File: config.mk
export PLATFORM = sky130hd
export DESIGN_NAME = hot_page_tracker
export DESIGN_NICKNAME = d
export VERILOG_FILES = /design/src/rtl/hpt_pkg.sv /design/src/rtl/hpt_match.sv /design/src/rtl/hpt_min_find.sv /design/src/rtl/hot_page_tracker.sv
export SDC_FILE = /design/constraint.sdc
export NUM_CORES = 2
export LEC_CHECK = 0
export BUFFER_PORTS_ARGS = -buffer_cell sky130_fd_sc_hd__buf_4
export CAP_MARGIN = 20
export CORE_ASPECT_RATIO = 1.2
export CORE_MARGIN = 2
export CORE_UTILIZATION = 36
export CTS_BUF_LIST = sky130_fd_sc_hd__clkbuf_2
export DETAILED_ROUTE_END_ITERATION = 16
export GPL_TIMING_DRIVEN = 0
export PLACE_DENSITY_LB_ADDON = 0.12
export SYNTH_ARGS = -nofsm -noshare
export SYNTH_HDL_FRONTEND = slang
export SYNTH_HIERARCHICAL = 1
export SYNTH_SLANG_ARGS = --single-unit
File: constraint.sdc
create_clock -name clk -period 21.8 [get_ports clk]
set_clock_uncertainty 0.05 [all_clocks]
set_input_delay 4.36 -clock clk [delete_from_list [all_inputs] [get_ports clk]]
set_output_delay 4.36 -clock clk [all_outputs]
set_load 0.03 [all_outputs]
File: src/rtl/hpt_pkg.sv
package hpt_pkg;
  typedef enum logic [1:0] {
    ST_IDLE = 2'd0,
    ST_UPD  = 2'd1,
    ST_RPT  = 2'd2
  } hpt_state_t;
endpackage

File: src/rtl/hpt_match.sv
// Associative lookup over the occupied part of a table.
module hpt_match #(
  parameter int N      = 8,
  parameter int PAGE_W = 20,
  localparam int IW    = (N > 1) ? $clog2(N) : 1,
  localparam int FW    = $clog2(N + 1)
) (
  input  logic [N-1:0][PAGE_W-1:0] pages,
  input  logic [FW-1:0]            fill,
  input  logic [PAGE_W-1:0]        key,
  output logic                     hit,
  output logic [IW-1:0]            hit_idx
);
  always_comb begin
    hit     = 1'b0;
    hit_idx = '0;
    for (int i = 0; i < N; i++) begin
      if ((FW'(i) < fill) && (pages[i] == key) && !hit) begin
        hit     = 1'b1;
        hit_idx = IW'(i);
      end
    end
  end
endmodule

File: src/rtl/hpt_min_find.sv
// Smallest counter; strict compare keeps the lowest index on ties.
module hpt_min_find #(
  parameter int N     = 8,
  parameter int CNT_W = 16,
  localparam int IW   = (N > 1) ? $clog2(N) : 1
) (
  input  logic [N-1:0][CNT_W-1:0] cnts,
  output logic [IW-1:0]           min_idx,
  output logic [CNT_W-1:0]        min_cnt
);
  always_comb begin
    min_idx = '0;
    min_cnt = cnts[0];
    for (int i = 1; i < N; i++) begin
      if (cnts[i] < min_cnt) begin
        min_idx = IW'(i);
        min_cnt = cnts[i];
      end
    end
  end
endmodule

File: src/rtl/hot_page_tracker.sv
module hot_page_tracker #(
  parameter int PRI_N  = 8,
  parameter int SEC_N  = 8,
  parameter int PAGE_W = 20,
  parameter int CNT_W  = 16
) (
  input  logic              clk,
  input  logic              rst,
  input  logic              acc_valid,
  input  logic [PAGE_W-1:0] acc_page,
  input  logic              period_end,
  output logic              ready,
  output logic              rpt_valid,
  output logic [PAGE_W-1:0] rpt_page,
  output logic              rpt_last
);
  import hpt_pkg::*;

  localparam int PIW = (PRI_N > 1) ? $clog2(PRI_N) : 1;
  localparam int PFW = $clog2(PRI_N + 1);
  localparam int SIW = (SEC_N > 1) ? $clog2(SEC_N) : 1;
  localparam int SFW = $clog2(SEC_N + 1);
  localparam logic [CNT_W-1:0] CNT_MAX = '1;
  localparam logic [CNT_W-1:0] CNT_ONE = CNT_W'(1);

  hpt_state_t state;
  logic [PAGE_W-1:0] key_q;
  logic [PRI_N-1:0][PAGE_W-1:0] pri_page, p_nxt_page;
  logic [PRI_N-1:0][CNT_W-1:0]  pri_cnt,  p_nxt_cnt;
  logic [SEC_N-1:0][PAGE_W-1:0] sec_page, s_nxt_page;
  logic [SEC_N-1:0][CNT_W-1:0]  sec_cnt,  s_nxt_cnt;
  logic [PFW-1:0] pri_fill, p_nxt_fill;
  logic [SFW-1:0] sec_fill, s_nxt_fill;
  logic [PIW-1:0] rpt_idx;
  logic           rpt_final;

  logic           p_hit, s_hit;
  logic [PIW-1:0] p_hit_idx, p_min_idx;
  logic [SIW-1:0] s_hit_idx;
  logic [CNT_W-1:0] p_min_cnt, ins_cnt;

  function automatic logic [CNT_W-1:0] sat_inc(input logic [CNT_W-1:0] c);
    return (c == CNT_MAX) ? c : c + CNT_ONE;
  endfunction

  hpt_match #(.N(PRI_N), .PAGE_W(PAGE_W)) u_pri_match (
    .pages(pri_page), .fill(pri_fill), .key(key_q),
    .hit(p_hit), .hit_idx(p_hit_idx)
  );

  hpt_match #(.N(SEC_N), .PAGE_W(PAGE_W)) u_sec_match (
    .pages(sec_page), .fill(sec_fill), .key(key_q),
    .hit(s_hit), .hit_idx(s_hit_idx)
  );

  hpt_min_find #(.N(PRI_N), .CNT_W(CNT_W)) u_pri_min (
    .cnts(pri_cnt), .min_idx(p_min_idx), .min_cnt(p_min_cnt)
  );

  // Full update of both tables for the latched page, including any swap.
  always_comb begin
    p_nxt_page = pri_page;
    p_nxt_cnt  = pri_cnt;
    p_nxt_fill = pri_fill;
    s_nxt_page = sec_page;
    s_nxt_cnt  = sec_cnt;
    s_nxt_fill = sec_fill;
    ins_cnt    = CNT_ONE;
    if (p_hit) begin
      p_nxt_cnt[p_hit_idx] = sat_inc(pri_cnt[p_hit_idx]);
    end else if (pri_fill < PFW'(PRI_N)) begin
      p_nxt_page[PIW'(pri_fill)] = key_q;
      p_nxt_cnt[PIW'(pri_fill)]  = CNT_ONE;
      p_nxt_fill                 = pri_fill + PFW'(1);
    end else begin
      ins_cnt = s_hit ? sat_inc(sec_cnt[s_hit_idx]) : CNT_ONE;
      for (int i = 1; i < SEC_N; i++) begin
        if (!s_hit || (SIW'(i) <= s_hit_idx)) begin
          s_nxt_page[i] = sec_page[i-1];
          s_nxt_cnt[i]  = sec_cnt[i-1];
        end
      end
      if (!s_hit && (sec_fill != SFW'(SEC_N))) begin
        s_nxt_fill = sec_fill + SFW'(1);
      end
      if (ins_cnt >= p_min_cnt) begin
        p_nxt_page[p_min_idx] = key_q;
        p_nxt_cnt[p_min_idx]  = ins_cnt;
        s_nxt_page[0]         = pri_page[p_min_idx];
        s_nxt_cnt[0]          = pri_cnt[p_min_idx];
      end else begin
        s_nxt_page[0] = key_q;
        s_nxt_cnt[0]  = ins_cnt;
      end
    end
  end

  assign rpt_final = ((PFW'(rpt_idx) + PFW'(1)) == pri_fill);

  always_ff @(posedge clk) begin
    if (rst) begin
      state     <= ST_IDLE;
      ready     <= 1'b1;
      rpt_valid <= 1'b0;
      rpt_last  <= 1'b0;
      rpt_page  <= '0;
      rpt_idx   <= '0;
      key_q     <= '0;
      pri_fill  <= '0;
      sec_fill  <= '0;
      pri_cnt   <= '0;
      sec_cnt   <= '0;
    end else begin
      rpt_valid <= 1'b0;
      rpt_last  <= 1'b0;
      case (state)
        ST_IDLE: begin
          if (period_end) begin
            if (pri_fill != '0) begin
              state   <= ST_RPT;
              ready   <= 1'b0;
              rpt_idx <= '0;
            end else begin
              sec_cnt <= '0;
            end
          end else if (acc_valid) begin
            key_q <= acc_page;
            state <= ST_UPD;
            ready <= 1'b0;
          end
        end
        ST_UPD: begin
          pri_cnt  <= p_nxt_cnt;
          sec_cnt  <= s_nxt_cnt;
          pri_fill <= p_nxt_fill;
          sec_fill <= s_nxt_fill;
          state    <= ST_IDLE;
          ready    <= 1'b1;
        end
        ST_RPT: begin
          rpt_valid <= 1'b1;
          rpt_page  <= pri_page[rpt_idx];
          rpt_last  <= rpt_final;
          rpt_idx   <= rpt_idx + PIW'(1);
          if (rpt_final) begin
            pri_cnt <= '0;
            sec_cnt <= '0;
            state   <= ST_IDLE;
            ready   <= 1'b1;
          end
        end
        default: state <= ST_IDLE;
      endcase
    end
  end

  // Page storage carries no reset; fill levels guard every read.
  always_ff @(posedge clk) begin
    if (state == ST_UPD) begin
      pri_page <= p_nxt_page;
      sec_page <= s_nxt_page;
    end
  end
endmodule

Word-level counts from Yosys, hierarchy flattened
Index checks and enable logic that the tools add are counted.

storage, ports and cells
  register bits = 632

operators by class
  bitwise logic cells = 7
  $add $sub $neg = 6
  magnitude comparators = 40
  equality and inequality tests = 38
  reductions and logical operators = 87
  multiplexer cells = 106

operators by type and width
  cell                                                                          count
  128-bit 2-to-1 mux                                                            8
  16-bit 2-to-1 mux                                                             24
  128-bit one-hot mux with 3 select lines                                       1
  160-bit bitwise mux                                                           2
  20-bit equality test                                                          16
  160-bit 2-to-1 mux                                                            2
  128-bit bitwise mux                                                           2
  128-bit one-hot mux with 2 select lines                                       1
  16-bit binary-select mux with 3-bit select                                    3
  16-bit demux with 3-bit select                                                3
  120-bit bitwise AND                                                           1
  20-bit binary-select mux with 3-bit select                                    2
  20-bit demux with 3-bit select                                                2
  120-bit NOT                                                                   1
  16-bit less-than comparator                                                   7
  20-bit 2-to-1 mux                                                             5
  7-bit AND reduction                                                           7
  3-bit 2-to-1 mux                                                              14
  4-bit AND reduction                                                           9
  1-bit logical AND                                                             34
  16-bit by 1-bit adder with 16-bit output (second input constant)              2
  16-bit equality test (second input constant)                                  2
  3-bit by 4-bit less-than comparator with 1-bit output (first input constant)  8
  2-bit inequality test (second input constant)                                 13
  other kinds (33)                                                              115

Longest topological paths before layout
  word-level depth = 34
  gate-level depth with buffers = 103

Cells and area by module
The synthesis kept the hierarchy.

by module, submodules not included
  module            area an instance (µm²)  times used  cells each  seq. area each (µm²)
  hot_page_tracker  31141.1                 1           2935        15855.2
  hpt_min_find      4262.8                  1           594         0.0
  hpt_match         2047.0                  2           260         0.0

Worst setup path after synthesis
Ideal clock, no wire load.

  kind = register to register
  start point = reg pri_cnt[14] (netlist name)
  end point = reg pri_page[60] (netlist name), enable pin
  clock period less this slack = 17939 ps
  stages on the path, launching flop included = 100
  data required time = 21351 ps
  slack = 3861 ps
  arrival time = 17490 ps
  path buffers = 12
  cells stage by stage = dfxtp_1 -> inv_1 -> ha_1 -> nand4_1 -> or2_1 -> o41a_1 -> nand2_2 -> buf_1 -> mux2i_1 -> ha_1 -> nand4_1 -> nor4_1 -> nand2_1 -> nor3_1 -> o211ai_1 -> nand2_1 -> buf_1 -> clkbuf_1 -> [64 not listed] -> nor2b_1 -> o21ai_0 -> nand2_1 -> a31o_1 -> buf_6 -> mux2i_1 -> ha_1 -> nand2b_1 -> a21o_1 -> a21oi_1 -> o21ai_0 -> a221oi_1 -> o211ai_1 -> and2_1 -> clkbuf_1 -> inv_1 -> a21o_1 -> nor2b_1

between the ends
  word-level cells in the longest chain between the ends = 17

RTL lines
  item                                      line                     source
  start, declared                           hot_page_tracker.sv:29   logic [PRI_N-1:0][CNT_W-1:0] pri_cnt, p_nxt_cnt;
  start signal, assigned                    hot_page_tracker.sv:133  pri_cnt <= p_nxt_cnt;
  16-bit less-than comparator               hpt_min_find.sv:15       if (cnts[i] < min_cnt) begin
  16-bit 2-to-1 mux (*)                     hpt_min_find.sv:15
  16-bit less-than comparator               hpt_min_find.sv:15
  16-bit 2-to-1 mux (*)                     hpt_min_find.sv:15
  16-bit less-than comparator               hpt_min_find.sv:15
  16-bit 2-to-1 mux (*)                     hpt_min_find.sv:15
  16-bit less-than comparator               hpt_min_find.sv:15
  16-bit 2-to-1 mux (*)                     hpt_min_find.sv:15
  [2 not listed]                            n/a
  16-bit less-than comparator               hpt_min_find.sv:15
  16-bit 2-to-1 mux (*)                     hpt_min_find.sv:15
  16-bit less-than comparator               hpt_min_find.sv:15
  16-bit 2-to-1 mux (*)                     hpt_min_find.sv:15
  net p_min_cnt[0]                          hot_page_tracker.sv:40   logic [CNT_W-1:0] p_min_cnt, ins_cnt;
  16-bit greater-or-equal comparator (*)    hot_page_tracker.sv:86   if (ins_cnt >= p_min_cnt) begin
  2-bit nonzero test (no source line) (*)   n/a
  3-bit AND reduction (no source line) (*)  n/a
  end signal, assigned                      hot_page_tracker.sv:160  pri_page <= p_nxt_page;
  end, declared                             hot_page_tracker.sv:28   logic [PRI_N-1:0][PAGE_W-1:0] pri_page, p_nxt_page;

The timed path passes the listed nets; every way through them passes the cells marked *.
A chain may end at the register's enable or synchronous reset.

Worst setup path in the final report
  start point = reg pri_cnt[15] (netlist name)
  end point = reg sec_cnt[0] (netlist name)

between the ends
  word-level cells in the longest chain between the ends = 20
  elaborated cells between the ends (all ways) = 28
  those cells by class = 8 x order compare; 20 x mux

RTL lines
  item                                            line                     source
  16-bit less-than comparator                     hpt_min_find.sv:15
  16-bit 2-to-1 mux                               hpt_min_find.sv:15
  16-bit less-than comparator                     hpt_min_find.sv:15
  16-bit 2-to-1 mux                               hpt_min_find.sv:15
  16-bit less-than comparator                     hpt_min_find.sv:15
  16-bit 2-to-1 mux                               hpt_min_find.sv:15
  16-bit less-than comparator                     hpt_min_find.sv:15
  16-bit 2-to-1 mux                               hpt_min_find.sv:15
  [5 not listed]                                  n/a
  3-bit 2-to-1 mux (*)                            hpt_min_find.sv:15
  net p_min_idx[0]                                hot_page_tracker.sv:38   logic [PIW-1:0] p_hit_idx, p_min_idx;
  16-bit binary-select mux with 3-bit select (*)  hot_page_tracker.sv:90   s_nxt_cnt[0] = pri_cnt[p_min_idx];
  16-bit 2-to-1 mux (implied by the code) (*)     hot_page_tracker.sv:90
  16-bit 2-to-1 mux (*)                           hot_page_tracker.sv:86
  128-bit 2-to-1 mux (*)                          hot_page_tracker.sv:71   end else if (pri_fill < PFW'(PRI_N)) begin
  128-bit 2-to-1 mux (*)                          hot_page_tracker.sv:69   if (p_hit) begin
  128-bit one-hot mux with 3 select lines (*)     hot_page_tracker.sv:116  case (state)
  end signal, assigned                            hot_page_tracker.sv:134  sec_cnt <= s_nxt_cnt;
  end, declared                                   hot_page_tracker.sv:31   logic [SEC_N-1:0][CNT_W-1:0] sec_cnt, s_nxt_cnt;

The timed path passes the listed nets; every way through them passes the cells marked *. The select of a mux whose other input is x is not followed.

==> results.txt <==
----------------------------------------------------
[Clocking]
  H-tree lvl count ... 4
  CTS root buf ... sky130_fd_sc_hd__clkbuf_2
  Hold buffers post-CTS ... 0
  CTS buffer count ... 175
  Clock edge transition at the registers on the reported setup and hold paths ... 0.10 ns
  CTS tree ... done
  Clock Sinks ... 632
  CTS Buffer Depth ... 3
  Latest clock arrival within the worst-skew pair ... 1.54 ns

[Floorplanning]
  Number of core rows ... 133
  Core ar. ... 109000 um2
  Die width ... 306 um
  Die ar. ... 112000 um2
  Vertical die dimension ... 367 um
  Top-Level Pins ... 47
  Initial standard-cell utilization of the core ... 36.2%

[Logic synthesis]
  Most used flip-flop cell after synthesis ... sky130_fd_sc_hd__edfxtp_1
  Leading cell types by total area after synthesis ... sky130_fd_sc_hd__edfxtp_1 (24%), sky130_fd_sc_hd__dfxtp_1 (16%), sky130_fd_sc_hd__mux4_2 (4.4%), sky130_fd_sc_hd__xnor2_1 (4.3%), sky130_fd_sc_hd__ha_1 (3.9%)
  Mapped Area ... 39500 um2
  Post-synth net total ... 4196
  Most frequent cells after synthesis ... sky130_fd_sc_hd__edfxtp_1 (320), sky130_fd_sc_hd__dfxtp_1 (312), sky130_fd_sc_hd__nor2_1 (300), sky130_fd_sc_hd__nand2_1 (277), sky130_fd_sc_hd__a21oi_1 (244)
  Number of instances in the synthesized netlist ... 4049
  Cell taking the most area after synthesis ... sky130_fd_sc_hd__edfxtp_1
  Portion of the post-synthesis area used by sequential elements ... 40.1%
  Synthesis-stage register bit count ... 632
  Synthesis Warnings ... 6
  Number of enable flip-flop cells after synthesis ... 320
  Post-Syn Area per Cell ... 9.75 um2
  Post-synth top area share ... 24.3%
  Count of unique library cells instantiated by Yosys ... 109
  Asr flop ratio synth ... 0%
  Most used standard cell by instance count after synthesis ... sky130_fd_sc_hd__edfxtp_1

[Route]
  Starting DRC count in detailed routing ... 4782
  Final ANT Viol Nets ... 0
  Total via count in the routed design ... 37145
  Post-route DRC ... 0
  Final WL ... 197000 um
  Average wire per standard cell ... 33.5 um
  Number of detailed-routing iterations run before antenna repair ... 8
  Vias per Instance ... 6.34

[Global route]
  Wire length of the first global-routing pass ... 271000 um
  Initial antenna violation count ... 11
  Via count of the first global-routing pass ... 34968
  Remaining global-route overflow ... 0
  Pin count of the biggest net entering global routing ... 22
  Total Routing Usage GR ... 34.0%

[Critical path]
  Slack of the worst reg-to-reg path ... 1.32 ns
  Cell type of the slowest stage on the worst timing path ... sky130_fd_sc_hd__o41ai_1
  Sort of element at the start of the critical path ... register
  Required time of the critical path ... 23.20 ns
  Worst Reg-to-Reg Cells ... 90
  Most Frequent Cell on Critical Path ... sky130_fd_sc_hd__a21oi_1
  Worst Setup Path Type ... register to register
  Critical path origin ... pri_cnt[15]
  Beginning of the worst register-to-register path ... pri_cnt[15]
  Crit. End Element ... register
  CP Max Fanout ... 12
  Delay of the slowest cell on the worst path ... 0.83 ns
  Critical path endpoint ... sec_cnt[0]
  WP data arrival ... 21.88 ns
  RR Endpoint ... sec_cnt[0]

[Layout]
  Post-layout nets ... 4453
  Final Util ... 40.6%
  Fraction of final layout cells with drive strength greater than 1 ... 16.3%
  Growth of design area from synthesis to finish ... 12.1%
  Final Non-Filler Cells ... 5860

[STA]
  Count of final hold-check violations ... 0
  Final critical-path share of the clock period ... 93.9%
  Measured slew at the worst slew-check pin ... 1.37 ns
  Worst Slack Setup Final ... 1.32 ns
  Number of slew-limit violations in the final report ... 0
  Slew margin rel. ... 8.51%
  Setup violation total in the final timing report ... 0
  Achievable clock frequency ... 48.8 MHz
  RSZ-0062 raised after global routing ... no
  Time the worst path needs with I/O delays and setup ... 20.48 ns

[Power and ir drop]
  Max VDD drop ... 0.237 mV
  Power density over the cells ... 163 nW/um2
  Pleak ... 15.8 nW
  Power after layout ... 7.24 mW

[Placed design]
  Final weighted congestion in routability-driven placement ... 1.02
  Post-detail-place hpwl ... 148000 um
  # port buffers ... 46
  Setup Slack @ Placement ... -1.71 ns
  Placed Instances ... 5539

[Min path]
  Min-delay worst type ... register to register

[Job]
  Count of maximum capacitance violations ... 0

[Outcome]
  Run status ... finished clean

----------------------------------------------------
## routing by layer
| metal | part of all wire (%) | wire [um] | up-vias | GRT usage (%) |
|---|---|---|---|---|
| met3 | 11 | 22100 | 548 | 9.76 |
| met5 | 0.0066 | 13 | - | 0 |
| li1 | - | - | 15789 | - |
| met2 | 42 | 82100 | 2523 | 49.3 |
| met1 | 41 | 79600 | 18283 | 45.4 |
| met4 | 6.5 | 12700 | 2 | 18.9 |
## per-stage QoR
stage | area, um2 | TNS, ns | hold WS, ns
2_1_floorplan | 39500 | 0 | 0.377
3_3_place_gp | 41600 | -460.02 | 0.385
3_5_place_dp | 42100 | -380.10 | 0.395
4_1_cts | 43900 | -0.0597 | 0.404
5_1_grt | 44300 | 0 | 0.418
6_report | 44300 | 0 | 0.371
## flip-flops by register name (all words and copies together), names as in the netlist
register / count
pri_fill: 4
pri_cnt: 128
rpt_page: 20
pri_page: 160
ready: 1
rpt_idx: 3
sec_cnt: 128
key_q: 20
state: 2
rpt_valid: 1
sec_page: 160
rpt_last: 1
sec_fill: 4
## critical path: cells and delay by family (launching register included)
kind            cells  cell delay (ns)
simple gates       27             4.06
buf+inv            17             4.38
flops               1             0.56
compound gates     35             8.23
fa+ha+maj           7             2.04
mux                 4             1.16
## power by group
group          total [mW]  internal [mW]  switching [mW]
logic                4.90           1.48            3.42
clock network       0.942          0.380           0.562
registers            1.40           1.36          0.0406
## layout by cell type, fill, tap and decap left out, types with 80 or more instances in the layout
master / synthesis / final
sky130_fd_sc_hd__edfxtp_1: 320 / 320
sky130_fd_sc_hd__dfxtp_1: 312 / 302
sky130_fd_sc_hd__nor2_1: 300 / 287
sky130_fd_sc_hd__clkbuf_2: 0 / 280
sky130_fd_sc_hd__nand2_1: 277 / 275
sky130_fd_sc_hd__a21oi_1: 244 / 237
sky130_fd_sc_hd__xnor2_1: 192 / 192
sky130_fd_sc_hd__inv_1: 161 / 161
sky130_fd_sc_hd__xor2_1: 150 / 150
sky130_fd_sc_hd__clkbuf_1: 171 / 141
sky130_fd_sc_hd__ha_1: 123 / 123
sky130_fd_sc_hd__o21ai_0: 125 / 122
sky130_fd_sc_hd__nor2b_1: 124 / 120
sky130_fd_sc_hd__mux2i_1: 121 / 119
sky130_fd_sc_hd__nand3_1: 116 / 110
sky130_fd_sc_hd__buf_4: 47 / 109
sky130_fd_sc_hd__nand4_1: 85 / 85
sky130_fd_sc_hd__a22oi_1: 80 / 80
## how the worst min path moves through the flow
| stage | from | depth (start not counted) | end | slack (ns) |
|---|---|---|---|---|
| 2_1_floorplan | sec_cnt[118] | 2 | sec_cnt[118] | 0.38 |
| 3_3_place_gp | sec_cnt[123] | 2 | sec_cnt[123] | 0.39 |
| 3_5_place_dp | sec_cnt[115] | 2 | sec_cnt[115] | 0.40 |
| 4_1_cts | sec_page[21] | 0 | sec_page[41] | 0.40 |
| 5_1_grt | sec_page[83] | 0 | sec_page[103] | 0.42 |
| 6_report | sec_page[21] | 0 | sec_page[41] | 0.37 |
## repair_timing
item	in CTS	in global routing
gates cloned	1	0
setup endpoints to repair	395	484
pin swaps	1	4
gates resized for setup	37	97
buffers inserted	0	10
## cell families (layout without fill, tap and decap cells)
family,count (synthesis),count (layout),share of synthesized area (%)
AND/OR/NAND/NOR,1239,1240,15.8
adder cells (fa/ha/maj),127,127,4.00
buffers and inverters,438,826,5.03
XOR/XNOR,350,350,7.94
multiplexers,239,239,9.07
AO/OA/AOI/OAI,1024,1024,18.0
other,0,5,0
flip-flops,632,632,40.1
## layout make-up
type / instances / area [um2]
Clock inverter: 52 / 384
Antenna cell: 5 / 12.5
Clock buffer: 257 / 1290
Multi-Input combinational cell: 2980 / 22100
Inverter: 165 / 619
Sequential cell: 632 / 15900
Tap cell: 1417 / 1770
Buffer: 266 / 1390
Fill cell: 11012 / 64900
Timing Repair Buffer: 86 / 851
Power figures use the tool's default switching activity.
